## src/rtl/blm_pkg.sv

```systemverilog
// Shared types for the precharged bit-line memory sequencer.
// Assumes: nothing beyond IEEE 1800-2017 enums.
package blm_pkg;
    typedef enum logic [2:0] {
        ST_IDLE  = 3'd0,
        ST_PRE   = 3'd1,
        ST_SEL   = 3'd2,
        ST_SENSE = 3'd3,
        ST_WR    = 3'd4
    } seq_state_e;
endpackage

```

## src/rtl/blm_refresh_sched.sv

```systemverilog
// Refresh scheduler: raises a pending refresh every REF_INTERVAL cycles
// and keeps the pointer to the next row to refresh, stepping in ascending
// order with wrap-around.
// Assumes: take is high for one cycle when the sequencer starts a refresh.
module blm_refresh_sched #(
    parameter int ROWS         = 8,
    parameter int REF_INTERVAL = 32
) (
    input  logic                                   clk,
    input  logic                                   rst_n,
    input  logic                                   take,
    output logic                                   pend,
    output logic [((ROWS > 1) ? $clog2(ROWS) : 1)-1:0] row
);
    localparam int RW = (ROWS > 1) ? $clog2(ROWS) : 1;
    localparam int TW = $clog2(REF_INTERVAL + 1);
    localparam logic [TW-1:0] TMR_LAST = TW'(REF_INTERVAL - 1);
    localparam logic [RW-1:0] ROW_LAST = RW'(ROWS - 1);

    logic [TW-1:0] tmr;
    logic          tick;

    assign tick = (tmr == TMR_LAST);

    // Interval timer: free-running modulo REF_INTERVAL.
    always_ff @(posedge clk) begin
        if (!rst_n)    tmr <= '0;
        else if (tick) tmr <= '0;
        else           tmr <= tmr + 1'b1;
    end

    // Pending flag: a new tick wins over a simultaneous take.
    always_ff @(posedge clk) begin
        if (!rst_n)     pend <= 1'b0;
        else if (tick)  pend <= 1'b1;
        else if (take)  pend <= 1'b0;
    end

    // Row pointer: advance once per started refresh.
    always_ff @(posedge clk) begin
        if (!rst_n)    row <= '0;
        else if (take) row <= (row == ROW_LAST) ? '0 : row + 1'b1;
    end

    AST_TAKE_ONLY_PENDING: assert property (@(posedge clk) disable iff (!rst_n)
        take |-> pend) else $error("refresh taken while none pending");
endmodule

```

## src/rtl/blm_sequencer.sv

```systemverilog
// Access sequencer: accepts user requests, gives a pending refresh priority
// at the idle boundary, and drives the precharge, word line, sense and
// write-drive strobes, each phase lasting PHASE_CYC cycles.
// Assumes: the refresh scheduler holds ref_pend until ref_take.
module blm_sequencer
    import blm_pkg::*;
#(
    parameter int ROWS      = 8,
    parameter int COLS      = 8,
    parameter int PHASE_CYC = 2
) (
    input  logic                                   clk,
    input  logic                                   rst_n,
    input  logic                                   req,
    input  logic                                   req_we,
    input  logic [((ROWS > 1) ? $clog2(ROWS) : 1)-1:0] req_row,
    input  logic [COLS-1:0]                        req_wdata,
    input  logic                                   ref_pend,
    input  logic [((ROWS > 1) ? $clog2(ROWS) : 1)-1:0] ref_row,
    output logic                                   ref_take,
    output logic                                   ready,
    output logic                                   pre_n,
    output logic [ROWS-1:0]                        row_sel,
    output logic                                   sense_en,
    output logic                                   wr_drive,
    output logic [COLS-1:0]                        wd,
    output logic                                   ref_active,
    output logic                                   rd_valid
);
    localparam int RW = (ROWS > 1) ? $clog2(ROWS) : 1;
    localparam int CW = (PHASE_CYC > 1) ? $clog2(PHASE_CYC) : 1;
    localparam logic [CW-1:0] CNT_LAST = CW'(PHASE_CYC - 1);

    seq_state_e     st;
    logic [CW-1:0]  cnt;
    logic [RW-1:0]  row_q;
    logic           is_ref;
    logic           last;
    logic           sel_phase;

    assign last      = (cnt == CNT_LAST);
    assign ready     = (st == ST_IDLE) && !ref_pend;
    assign ref_take  = (st == ST_IDLE) && ref_pend;
    assign pre_n     = (st != ST_PRE);
    assign sense_en  = (st == ST_SENSE);
    assign wr_drive  = (st == ST_WR);
    assign sel_phase = (st == ST_SEL) || (st == ST_SENSE) || (st == ST_WR);
    assign ref_active = is_ref && (st != ST_IDLE);

    // Word line decode: one line per row, raised during select/sense/write.
    for (genvar r = 0; r < ROWS; r++) begin : g_wl
        assign row_sel[r] = sel_phase && (row_q == RW'(r));
    end

    // Phase state machine with per-phase cycle counter.
    always_ff @(posedge clk) begin
        if (!rst_n) begin
            st       <= ST_IDLE;
            cnt      <= '0;
            row_q    <= '0;
            wd       <= '0;
            is_ref   <= 1'b0;
            rd_valid <= 1'b0;
        end else begin
            rd_valid <= 1'b0;
            unique case (st)
                ST_IDLE: begin
                    cnt <= '0;
                    if (ref_pend) begin
                        st     <= ST_PRE;
                        row_q  <= ref_row;
                        is_ref <= 1'b1;
                    end else if (req) begin
                        st     <= req_we ? ST_WR : ST_PRE;
                        row_q  <= req_row;
                        wd     <= req_wdata;
                        is_ref <= 1'b0;
                    end
                end
                ST_PRE: begin
                    cnt <= last ? '0 : cnt + 1'b1;
                    if (last) st <= ST_SEL;
                end
                ST_SEL: begin
                    cnt <= last ? '0 : cnt + 1'b1;
                    if (last) st <= ST_SENSE;
                end
                ST_SENSE: begin
                    cnt <= last ? '0 : cnt + 1'b1;
                    if (last) begin
                        st       <= ST_IDLE;
                        rd_valid <= !is_ref;
                    end
                end
                ST_WR: begin
                    cnt <= last ? '0 : cnt + 1'b1;
                    if (last) st <= ST_IDLE;
                end
                default: st <= ST_IDLE;
            endcase
        end
    end

    AST_ACCEPT_DROPS_READY: assert property (@(posedge clk) disable iff (!rst_n)
        (req && ready) |=> !ready) else $error("ready held after accept");
    AST_RDV_AFTER_SENSE: assert property (@(posedge clk) disable iff (!rst_n)
        rd_valid |-> $past(sense_en)) else $error("rd_valid without sense");
    AST_REF_NO_RDV: assert property (@(posedge clk) disable iff (!rst_n)
        ref_active |=> !rd_valid || !$past(is_ref)) else $error("refresh produced rd_valid");
endmodule

```

## src/rtl/blm_array_model.sv

```systemverilog
// Cycle-based array model: each column is a true/complement bit-line pair,
// each row a set of charge-storage cells with a retention counter.
// Precharge pulls both lines high, a raised word line lets each cell
// discharge one line, sense latches the true line and restores the row,
// and a write drives the pair from the write data.
// Assumes: row_sel is at most one-hot.
module blm_array_model #(
    parameter int ROWS       = 8,
    parameter int COLS       = 8,
    parameter int RETAIN_LIM = 1024
) (
    input  logic            clk,
    input  logic            rst_n,
    input  logic            pre_n,
    input  logic [ROWS-1:0] row_sel,
    input  logic            sense_en,
    input  logic            wr_drive,
    input  logic [COLS-1:0] wd,
    output logic [COLS-1:0] sa_out,
    output logic            cell_err,
    output logic            decay_err
);
    localparam int AW = $clog2(RETAIN_LIM + 1);
    localparam logic [AW-1:0] AGE_LAST = AW'(RETAIN_LIM - 1);

    logic [COLS-1:0] mem   [ROWS];
    logic [AW-1:0]   age   [ROWS];
    logic [ROWS-1:0] valid;
    logic [COLS-1:0] bl_t, bl_c;
    logic [COLS-1:0] cell_q;
    logic [COLS-1:0] both_low;
    logic            any_sel;
    logic            rd_sel;

    assign any_sel  = |row_sel;
    assign rd_sel   = any_sel && !wr_drive;
    assign both_low = ~bl_t & ~bl_c;

    // Cell read mux: contents of the selected row.
    always_comb begin
        cell_q = '0;
        for (int r = 0; r < ROWS; r++) begin
            if (row_sel[r]) cell_q = cell_q | mem[r];
        end
    end

    // Bit-line pairs: precharge, drive, cell discharge, else bleed low.
    always_ff @(posedge clk) begin
        if (!rst_n) begin
            bl_t <= '0;
            bl_c <= '0;
        end else if (!pre_n) begin
            bl_t <= '1;
            bl_c <= '1;
        end else if (wr_drive) begin
            bl_t <= wd;
            bl_c <= ~wd;
        end else if (any_sel) begin
            bl_t <= bl_t & cell_q & ~both_low;
            bl_c <= bl_c & ~cell_q & ~both_low;
        end else begin
            bl_t <= '0;
            bl_c <= '0;
        end
    end

    // Sense latch: captures the true lines while sense is enabled.
    always_ff @(posedge clk) begin
        if (!rst_n)        sa_out <= '0;
        else if (sense_en) sa_out <= bl_t;
    end

    // Cell storage, retention ageing and sticky error flags.
    always_ff @(posedge clk) begin
        if (!rst_n) begin
            for (int r = 0; r < ROWS; r++) begin
                mem[r] <= '0;
                age[r] <= '0;
            end
            valid     <= '0;
            cell_err  <= 1'b0;
            decay_err <= 1'b0;
        end else begin
            if (rd_sel && (|both_low)) cell_err <= 1'b1;
            for (int r = 0; r < ROWS; r++) begin
                if (row_sel[r] && wr_drive) begin
                    mem[r]   <= wd;
                    age[r]   <= '0;
                    valid[r] <= 1'b1;
                end else if (row_sel[r] && sense_en) begin
                    mem[r] <= bl_t;
                    age[r] <= '0;
                end else if (row_sel[r]) begin
                    mem[r] <= mem[r] & ~both_low;
                end else if (valid[r]) begin
                    if (age[r] == AGE_LAST) begin
                        mem[r]    <= '0;
                        age[r]    <= '0;
                        valid[r]  <= 1'b0;
                        decay_err <= 1'b1;
                    end else begin
                        age[r] <= age[r] + 1'b1;
                    end
                end
            end
        end
    end

    AST_PRE_SEL_EXCL: assert property (@(posedge clk) disable iff (!rst_n)
        !(!pre_n && any_sel)) else $error("precharge overlaps word line");
    AST_ROW_ONEHOT: assert property (@(posedge clk) disable iff (!rst_n)
        $onehot0(row_sel)) else $error("multiple word lines raised");
    AST_SEL_AFTER_PRE: assert property (@(posedge clk) disable iff (!rst_n)
        ($rose(any_sel) && !wr_drive) |-> $past(!pre_n)) else $error("read select without precharge");
    AST_SENSE_IN_SEL: assert property (@(posedge clk) disable iff (!rst_n)
        sense_en |-> any_sel) else $error("sense without word line");
    AST_NO_DISCHARGED_SELECT: assert property (@(posedge clk) disable iff (!rst_n)
        rd_sel |-> (both_low == '0)) else $error("row selected on discharged pair");
    AST_DECAY_STICKY: assert property (@(posedge clk) disable iff (!rst_n)
        decay_err |=> decay_err) else $error("decay flag cleared");
endmodule

```

## src/rtl/bitline_mem_seq.sv

```systemverilog
// Top level: refresh scheduler, access sequencer and bit-line array model.
// Assumes: synchronous active-low reset; requests held until accepted.
module bitline_mem_seq #(
    parameter int ROWS         = 8,
    parameter int COLS         = 8,
    parameter int PHASE_CYC    = 2,
    parameter int REF_INTERVAL = 32,
    parameter int RETAIN_LIM   = 1024
) (
    input  logic                                   clk,
    input  logic                                   rst_n,
    input  logic                                   req,
    input  logic                                   req_we,
    input  logic [((ROWS > 1) ? $clog2(ROWS) : 1)-1:0] req_row,
    input  logic [COLS-1:0]                        req_wdata,
    output logic                                   ready,
    output logic                                   rd_valid,
    output logic [COLS-1:0]                        rd_data,
    output logic                                   pre_n,
    output logic [ROWS-1:0]                        row_sel,
    output logic                                   sense_en,
    output logic                                   ref_active,
    output logic                                   cell_err,
    output logic                                   decay_err
);
    localparam int RW = (ROWS > 1) ? $clog2(ROWS) : 1;

    logic          ref_pend;
    logic          ref_take;
    logic [RW-1:0] ref_row;
    logic          wr_drive;
    logic [COLS-1:0] wd;

    blm_refresh_sched #(.ROWS(ROWS), .REF_INTERVAL(REF_INTERVAL)) u_sched (
        .clk(clk), .rst_n(rst_n), .take(ref_take), .pend(ref_pend), .row(ref_row)
    );

    blm_sequencer #(.ROWS(ROWS), .COLS(COLS), .PHASE_CYC(PHASE_CYC)) u_seq (
        .clk(clk), .rst_n(rst_n), .req(req), .req_we(req_we), .req_row(req_row),
        .req_wdata(req_wdata), .ref_pend(ref_pend), .ref_row(ref_row),
        .ref_take(ref_take), .ready(ready), .pre_n(pre_n), .row_sel(row_sel),
        .sense_en(sense_en), .wr_drive(wr_drive), .wd(wd),
        .ref_active(ref_active), .rd_valid(rd_valid)
    );

    blm_array_model #(.ROWS(ROWS), .COLS(COLS), .RETAIN_LIM(RETAIN_LIM)) u_arr (
        .clk(clk), .rst_n(rst_n), .pre_n(pre_n), .row_sel(row_sel),
        .sense_en(sense_en), .wr_drive(wr_drive), .wd(wd), .sa_out(rd_data),
        .cell_err(cell_err), .decay_err(decay_err)
    );
endmodule

```

## config.mk

```make
export PLATFORM = sky130hd
export DESIGN_NAME = bitline_mem_seq
export DESIGN_NICKNAME = d
export VERILOG_FILES = /design/src/rtl/blm_pkg.sv /design/src/rtl/blm_refresh_sched.sv /design/src/rtl/blm_sequencer.sv /design/src/rtl/blm_array_model.sv /design/src/rtl/bitline_mem_seq.sv
export SDC_FILE = /design/constraint.sdc
export NUM_CORES = 1
export LEC_CHECK = 0
export BUFFER_PORTS_ARGS = -buffer_cell sky130_fd_sc_hd__buf_2
export CORE_MARGIN = 8
export CORE_UTILIZATION = 40
export CTS_CLUSTER_SIZE = 20
export DETAILED_ROUTE_END_ITERATION = 6
export GPL_TIMING_DRIVEN = 0
export PLACE_DENSITY = 0.55
export SKIP_CTS_REPAIR_TIMING = 1
export SYNTH_ARGS = -nofsm -noshare
export SYNTH_HDL_FRONTEND = slang
export SYNTH_SLANG_ARGS = --single-unit
```

## constraint.sdc

```tcl
create_clock -name clk -period 3.94 [get_ports clk]
set_input_delay 0.394 -clock clk [delete_from_list [all_inputs] [get_ports clk]]
set_output_delay 0.394 -clock clk [all_outputs]
set_load 0.1 [all_outputs]
```

==> impl_metrics.env, run 1 <==
export IMPL_fillers=2705
export IMPL_rsz0062_at_grt="no"
export IMPL_cts_made_buffers=25
export IMPL_syn_nets=1136
export IMPL_ys_types=67
export IMPL_grt_pass1_wl_um=49070
export IMPL_ys_ff_latch=213
export IMPL_whs_ps=109.6
export IMPL_endpoint_kind="flip-flop"
export IMPL_tightest_slew_ps=1237
export IMPL_status="finished clean"
export IMPL_totalWireLength_um=30500
export IMPL_final_cells=1571
export IMPL_setup_viol=0
export IMPL_power_mw=5.301
export IMPL_start_util_pct=40.33
export IMPL_yosys_warnings=0
export IMPL_row_count=61
export IMPL_finalCritPeriodShare_pct=81.74
export IMPL_crit_path_start_kind="flip-flop"
export IMPL_core_area_sq_um=27550
export IMPL_synth_top_area_share_pct=41.07
export IMPL_syn_area_per_cell_sq_um=10.01
export IMPL_leakagePower_nw=4.189
export IMPL_synth_fa_ha_area_share_pct=1.238
export IMPL_drv_cap=0
export IMPL_cts_sinks=213
export IMPL_place_inst=1526
export IMPL_diodes=0
export IMPL_synthXorXnorAreaFrac_pct=5.359
export IMPL_synth_edf_count=152
export IMPL_rrSetupSlack_ps=720
export IMPL_p_clk_share_pct=41.4
export IMPL_power_combinational_fraction_pct=9.5
export IMPL_drive_gt1_share_pct=10.98
export IMPL_vias=8938
export IMPL_p_sw_share_pct=25.50
export IMPL_power_density_nw_per_um2=422.6
export IMPL_irDropWorstVdd_mv=0.3445
export IMPL_synthMostInstantiatedCell="edfxtp_1"
export IMPL_syn2layout_area_growth_pct=12.88
export IMPL_yosys_area_top_type="edfxtp_1"
export IMPL_antenna_found_initial=0
export IMPL_skew_ps=21.49
export IMPL_track_usage_pct=18.14
export IMPL_async_flop_share_pct=0
export IMPL_synth_top_family_by_area="compound AO/OA/AOI/OAI gates"
export IMPL_finalHoldViolations=0
export IMPL_switchingPower_mw=1.352
export IMPL_grt_max_degree=13
export IMPL_die_w_um=182.7
export IMPL_cts_root_buf="clkbuf_16"
export IMPL_routed_via_density=5.689
export IMPL_critical_path_peak_fanout=11
export IMPL_drtIter0Drc=806
export IMPL_intPower_mw=3.949
export IMPL_firstDrtPassIters=5
export IMPL_fp_dieH_um=182.7
export IMPL_ys_flop_type="edfxtp_1"
export IMPL_synth_compound_area_share_pct=18.98
export IMPL_synth_area_sq_um=11110
export IMPL_ioPinCount=38
export IMPL_fp_dieArea_sq_um=33370
export IMPL_max_slew_margin_pct=16.91
export IMPL_tns_ps=0
export IMPL_place_gp_congestion=0.8349
export IMPL_required_ps=4080
export IMPL_io_buffers=37
export IMPL_cts_path_max_buffers=3
export IMPL_cts_tree="built"
export IMPL_num_nets_final=1201
export IMPL_clk_pin_slew_worst_paths_ps=60
export IMPL_dp_hpwl_um=22420
export IMPL_synth_common_cells="edfxtp_1, nor2_1, nand2_1"
export IMPL_ant_nets=0
export IMPL_insertion_delay_ps=530
export IMPL_htree_levels=1
export IMPL_max_freq_ghz=0.3105
export IMPL_arrival_ps=3360
export IMPL_drc=0
export IMPL_p_seq_share_pct=49.1
export IMPL_yosys_top_cells_area="edfxtp_1, dfxtp_1, nor2_1"
export IMPL_yosysSeqAreaShare_pct=52.06
export IMPL_critPathKind="flip-flop to flip-flop"
export IMPL_hp_class="input pin to flip-flop"
export IMPL_synthSimpleGateAreaFrac_pct=17.69
export IMPL_grt_overflow=0
export IMPL_yosys_mux_area_fraction_pct=1.351
export IMPL_grt_pass1_vias=8882
export IMPL_synthCells=1110
export IMPL_finalMaxSlewViolations=0
export IMPL_wire_per_inst_um=19.41
export IMPL_finalCriticalPeriod_ps=3220
-- cell families after synthesis --
group | count (synthesis)
buf+inv | 90
compound gates | 313
flops | 213
simple gates | 400
fa+ha+maj | 11
xor+xnor | 68
mux | 15
-- worst max-delay path, stage by stage (launching register included) --
cell,delay [ps]
dfxtp_1,420
nor3b_4,440
clkbuf_1,670
clkbuf_1,600
o21ai_0,210
nand4_1,500
-- power by group through the flow --
stage,clock network (mW),logic [mW],registers [mW]
2_1_floorplan,0,0.352,2.62
4_1_cts,2.25,0.500,2.60
3_3_place_gp,0,0.492,2.65
3_5_place_dp,0,0.499,2.65
6_report,2.19,0.503,2.61
5_1_grt,2.33,0.549,2.62
-- area by class of cell --
cell class              count  area, sq um  area share (%)
repair buffers             38        192.7           1.536
inverters                  32        120.1          0.9575
plain buffers              58        249.0           1.985
well taps                 378        473.0           3.770
flip-flops and latches    213         5786           46.12
clock inverters             3        12.51         0.09974
multi-input cells         807         4959           39.53
clock buffers              42        753.2           6.004
-- state kept, by name (all words and copies together), names as in the netlist, 6 cells and up --
register      count
u_arr.age        88
u_arr.mem        64
u_sched.tmr       6
u_arr.sa_out      8
u_arr.bl_t        8
u_seq.wd          8
u_arr.bl_c        8
u_arr.valid       8
-- routing by layer --
metal	vias up	GRT usage [%]	routed length, um
li1	4304	-	-
met1	4308	25.06	14170
met2	281	29.23	13910
met3	45	3.162	1890
met4	0	4.034	532
met5	-	0	0
-- cell usage in the layout, fill, tap and decap left out, drive strengths merged, types with 12 or more instances in the layout --
| master | synthesis | final |
|---|---|---|
| nor3 | 15 | 15 |
| nand3 | 50 | 50 |
| xor2 | 43 | 43 |
| mux2i | 15 | 15 |
| nor2 | 150 | 150 |
| dfxtp | 61 | 61 |
| and4 | 15 | 15 |
| buf | 19 | 57 |
| inv | 32 | 32 |
| o21a | 17 | 17 |
| a211oi | 38 | 38 |
| o21ai | 72 | 72 |
| nand2 | 96 | 96 |
| xnor2 | 25 | 25 |
| o221ai | 12 | 12 |
| a22oi | 35 | 35 |
| a21oi | 52 | 52 |
| o22ai | 47 | 47 |
| nand4 | 21 | 21 |
| clkbuf | 39 | 81 |
| edfxtp | 152 | 152 |
-- metrics by stage --
| stage | util (%) | setup slack (ps) | area, sq um |
|---|---|---|---|
| 2_1_floorplan | - | 47.30 | 11110 |
| 3_3_place_gp | 42.72 | 873.5 | 11770 |
| 3_5_place_dp | 42.75 | 781.7 | 11780 |
| 4_1_cts | 45.53 | 778.5 | 12540 |
| 5_1_grt | 45.53 | 559.2 | 12540 |
| 6_report | 45.53 | 719.5 | 12540 |
-- final timing paths --
check / cells after the start / end / startpoint
worst max-delay path: 5 / u_arr.age[0][71]$_SDFFCE_PN0P_ / u_seq.st[2]$_SDFFE_PN0P_
worst max register to register: 5 / u_arr.age[0][71]$_SDFFCE_PN0P_ / u_seq.st[2]$_SDFFE_PN0P_
worst min-delay path: 3 / u_seq.wd[5]$_SDFFE_PN0P_ / req_wdata[5]
worst min register to register: 1 / u_sched.tmr[0]$_SDFF_PP0_ / u_sched.tmr[0]$_SDFF_PP0_
(Power assumes the default switching activity.)
==> run 2, diff against run 1 <==
--- a/config.mk
+++ b/config.mk
@@ -11,7 +11,7 @@
 export CTS_CLUSTER_SIZE = 20
 export DETAILED_ROUTE_END_ITERATION = 6
 export GPL_TIMING_DRIVEN = 0
-export PLACE_DENSITY = 0.55
+export PLACE_DENSITY = 0.58
 export SKIP_CTS_REPAIR_TIMING = 1
 export SYNTH_ARGS = -nofsm -noshare
 export SYNTH_HDL_FRONTEND = slang
==> constraint.sdc (replaced) <==
create_clock -name clk -period 2.7 [get_ports clk]
set_input_delay 0.27 -clock clk [delete_from_list [all_inputs] [get_ports clk]]
set_output_delay 0.27 -clock clk [all_outputs]
set_load 0.1 [all_outputs]
==> run 2 against run 1 <==
Effect of this change:
- the run now ends with hold timing left
- cell count is 0.57% higher
- sequential share of layout area is 0.47 points lower
- non-clock buffer count is 8 higher
- core utilization is 0.47 points higher
- hold slack worse by 130 ps
- sequential cell count stayed put
- register-to-register slack worse by 520 ps
- setup slack worse by 610 ps
- critical path depth is 1 higher
- total power is 45% higher
- first-iteration DRC count is 27% lower
- design area is 1.0% higher
==> impl_metrics.env, run 2 (synthesized netlist as in run 1, its figures left out) <==
export IMPL_num_nets_final=1209
export IMPL_vias=8933
export IMPL_path_cells="buf_2 > or3b_4 > nand2_4 > nand2b_1 > inv_2 > buf_4"
export IMPL_skew_ps=21.58
export IMPL_drtIter0Drc=589
export IMPL_crit_path_start_kind="flip-flop"
export IMPL_die_w_um=182.7
export IMPL_critPathKind="flip-flop to output pin"
export IMPL_final_core_util_pct=46.00
export IMPL_dp_hpwl_um=22060
export IMPL_place_gp_congestion=0.8749
export IMPL_grt_overflow=0
export IMPL_worstHoldStart="req_wdata[3]"
export IMPL_critical_path_peak_fanout=10
export IMPL_hp_class="input pin to flip-flop"
export IMPL_crit_path_top_delay_cell="or3b_4"
export IMPL_endpoint_kind="output pin"
export IMPL_grt_max_degree=14
export IMPL_final_cells=1580
export IMPL_status="finished, violations left"
export IMPL_grt_pass1_wl_um=47580
export IMPL_max_slew_margin_pct=14.52
export IMPL_irDropWorstVdd_mv=0.6676
export IMPL_finalHoldViolations=3
export IMPL_crit_buf_inv=3
export IMPL_cts_made_buffers=25
export IMPL_diodes=0
export IMPL_r2r_start="u_seq.st[1]$_SDFFE_PN0P_"
export IMPL_startpoint="u_seq.st[1]$_SDFFE_PN0P_"
export IMPL_track_usage_pct=17.42
export IMPL_fp_dieH_um=182.7
export IMPL_setup_viol=0
export IMPL_finalCritPeriodShare_pct=95.81
export IMPL_required_ps=2430
export IMPL_largest_reg_flops=88
export IMPL_reg_top3="u_arr.age x88, u_arr.mem x64"
export IMPL_core_area_sq_um=27550
export IMPL_routed_via_density=5.654
export IMPL_clk_pin_slew_worst_paths_ps=60
export IMPL_place_inst=1526
export IMPL_finalCriticalPeriod_ps=2587
export IMPL_max_freq_ghz=0.3866
export IMPL_drv_cap=0
export IMPL_antenna_found_initial=0
export IMPL_cpPeakStageDelay_ps=430
export IMPL_power_mw=7.683
export IMPL_power_density_nw_per_um2=606.2
export IMPL_row_count=61
export IMPL_insertion_delay_ps=540
export IMPL_tightest_slew_ps=1272
export IMPL_cts_path_max_buffers=3
export IMPL_wire_per_inst_um=18.57
export IMPL_cts_sinks=213
export IMPL_totalWireLength_um=29350
export IMPL_final_cell_mix="edfxtp_1, nor2_1, nand2_1"
export IMPL_firstDrtPassIters=5
export IMPL_start_util_pct=40.33
export IMPL_finalMaxSlewViolations=0
export IMPL_arrival_ps=2320
export IMPL_whs_ps=-17.54
export IMPL_cts_tree="built"
export IMPL_fp_dieArea_sq_um=33370
export IMPL_ioPinCount=38
export IMPL_htree_levels=1
export IMPL_io_buffers=37
export IMPL_syn2layout_area_growth_pct=14.05
export IMPL_leakagePower_nw=4.229
export IMPL_grt_pass1_vias=8799
export IMPL_ant_nets=0
export IMPL_layout_commonest_cell="edfxtp_1"
export IMPL_drive_gt1_share_pct=12.23
export IMPL_violations="hold timing"
export IMPL_drc=0
export IMPL_cts_root_buf="clkbuf_16"
export IMPL_largest_register="u_arr.age"
export IMPL_cp_top_family="simple AND/OR/NAND/NOR gates"
## run 2: layout make-up
| cell class | instances | area [sq um] |
|---|---|---|
| multi-input cells | 807 | 4994 |
| inverters | 32 | 120.1 |
| flip-flops and latches | 213 | 5786 |
| clock buffers | 34 | 679.4 |
| well taps | 378 | 473.0 |
| repair buffers | 46 | 291.5 |
| plain buffers | 58 | 256.5 |
| fillers | 2660 | 14880 |
| clock inverters | 12 | 75.07 |
## run 2: power breakdown
part	total [mW]	internal [mW]	switching (mW)	leakage (nW)
clock	3.14	1.77	1.37	0.367
sequential	3.80	3.67	0.128	2.07
combinational	0.744	0.226	0.518	1.79
total	7.68	5.67	2.02	4.23
## run 2: path summary, 6_finish.rpt
path / depth (start not counted) / slack [ps] / endpoint
worst min register to register: 2 / 450 / u_arr.sa_out[1]$_SDFFE_PN0P_
worst max register to register: 6 / 200 / u_arr.age[0][70]$_SDFFCE_PN0P_
worst max-delay path: 6 / 110 / row_sel[5]
worst min-delay path: 3 / -20 / u_seq.wd[3]$_SDFFE_PN0P_
## run 2: layer usage
layer	global-route usage [%]	share of wire, %	wire length, um
met1	23.90	47	13740
met2	28.92	47	13750
met3	2.247	4.8	1405
met4	3.837	1.6	458
met5	0	0	0
## run 2: metrics by stage
step / cell area, sq um / hold WS (ps) / worst slack [ps] / setup TNS [ps]
6_report: 12670 / -17.54 / 113.1 / 0
5_1_grt: 12670 / 1.877 / -11.63 / -11.63
4_1_cts: 12540 / -52.59 / -308.2 / -6824
3_5_place_dp: 11790 / 442.7 / -288.1 / -10110
3_3_place_gp: 11780 / 433.0 / -258.4 / -10440
2_1_floorplan: 11120 / 415.1 / 100.3 / 0
## run 2: tightest hold or removal path: stages
cell and delay [ps]:
buf_2 80, mux2i_1 60, nor2_1 80
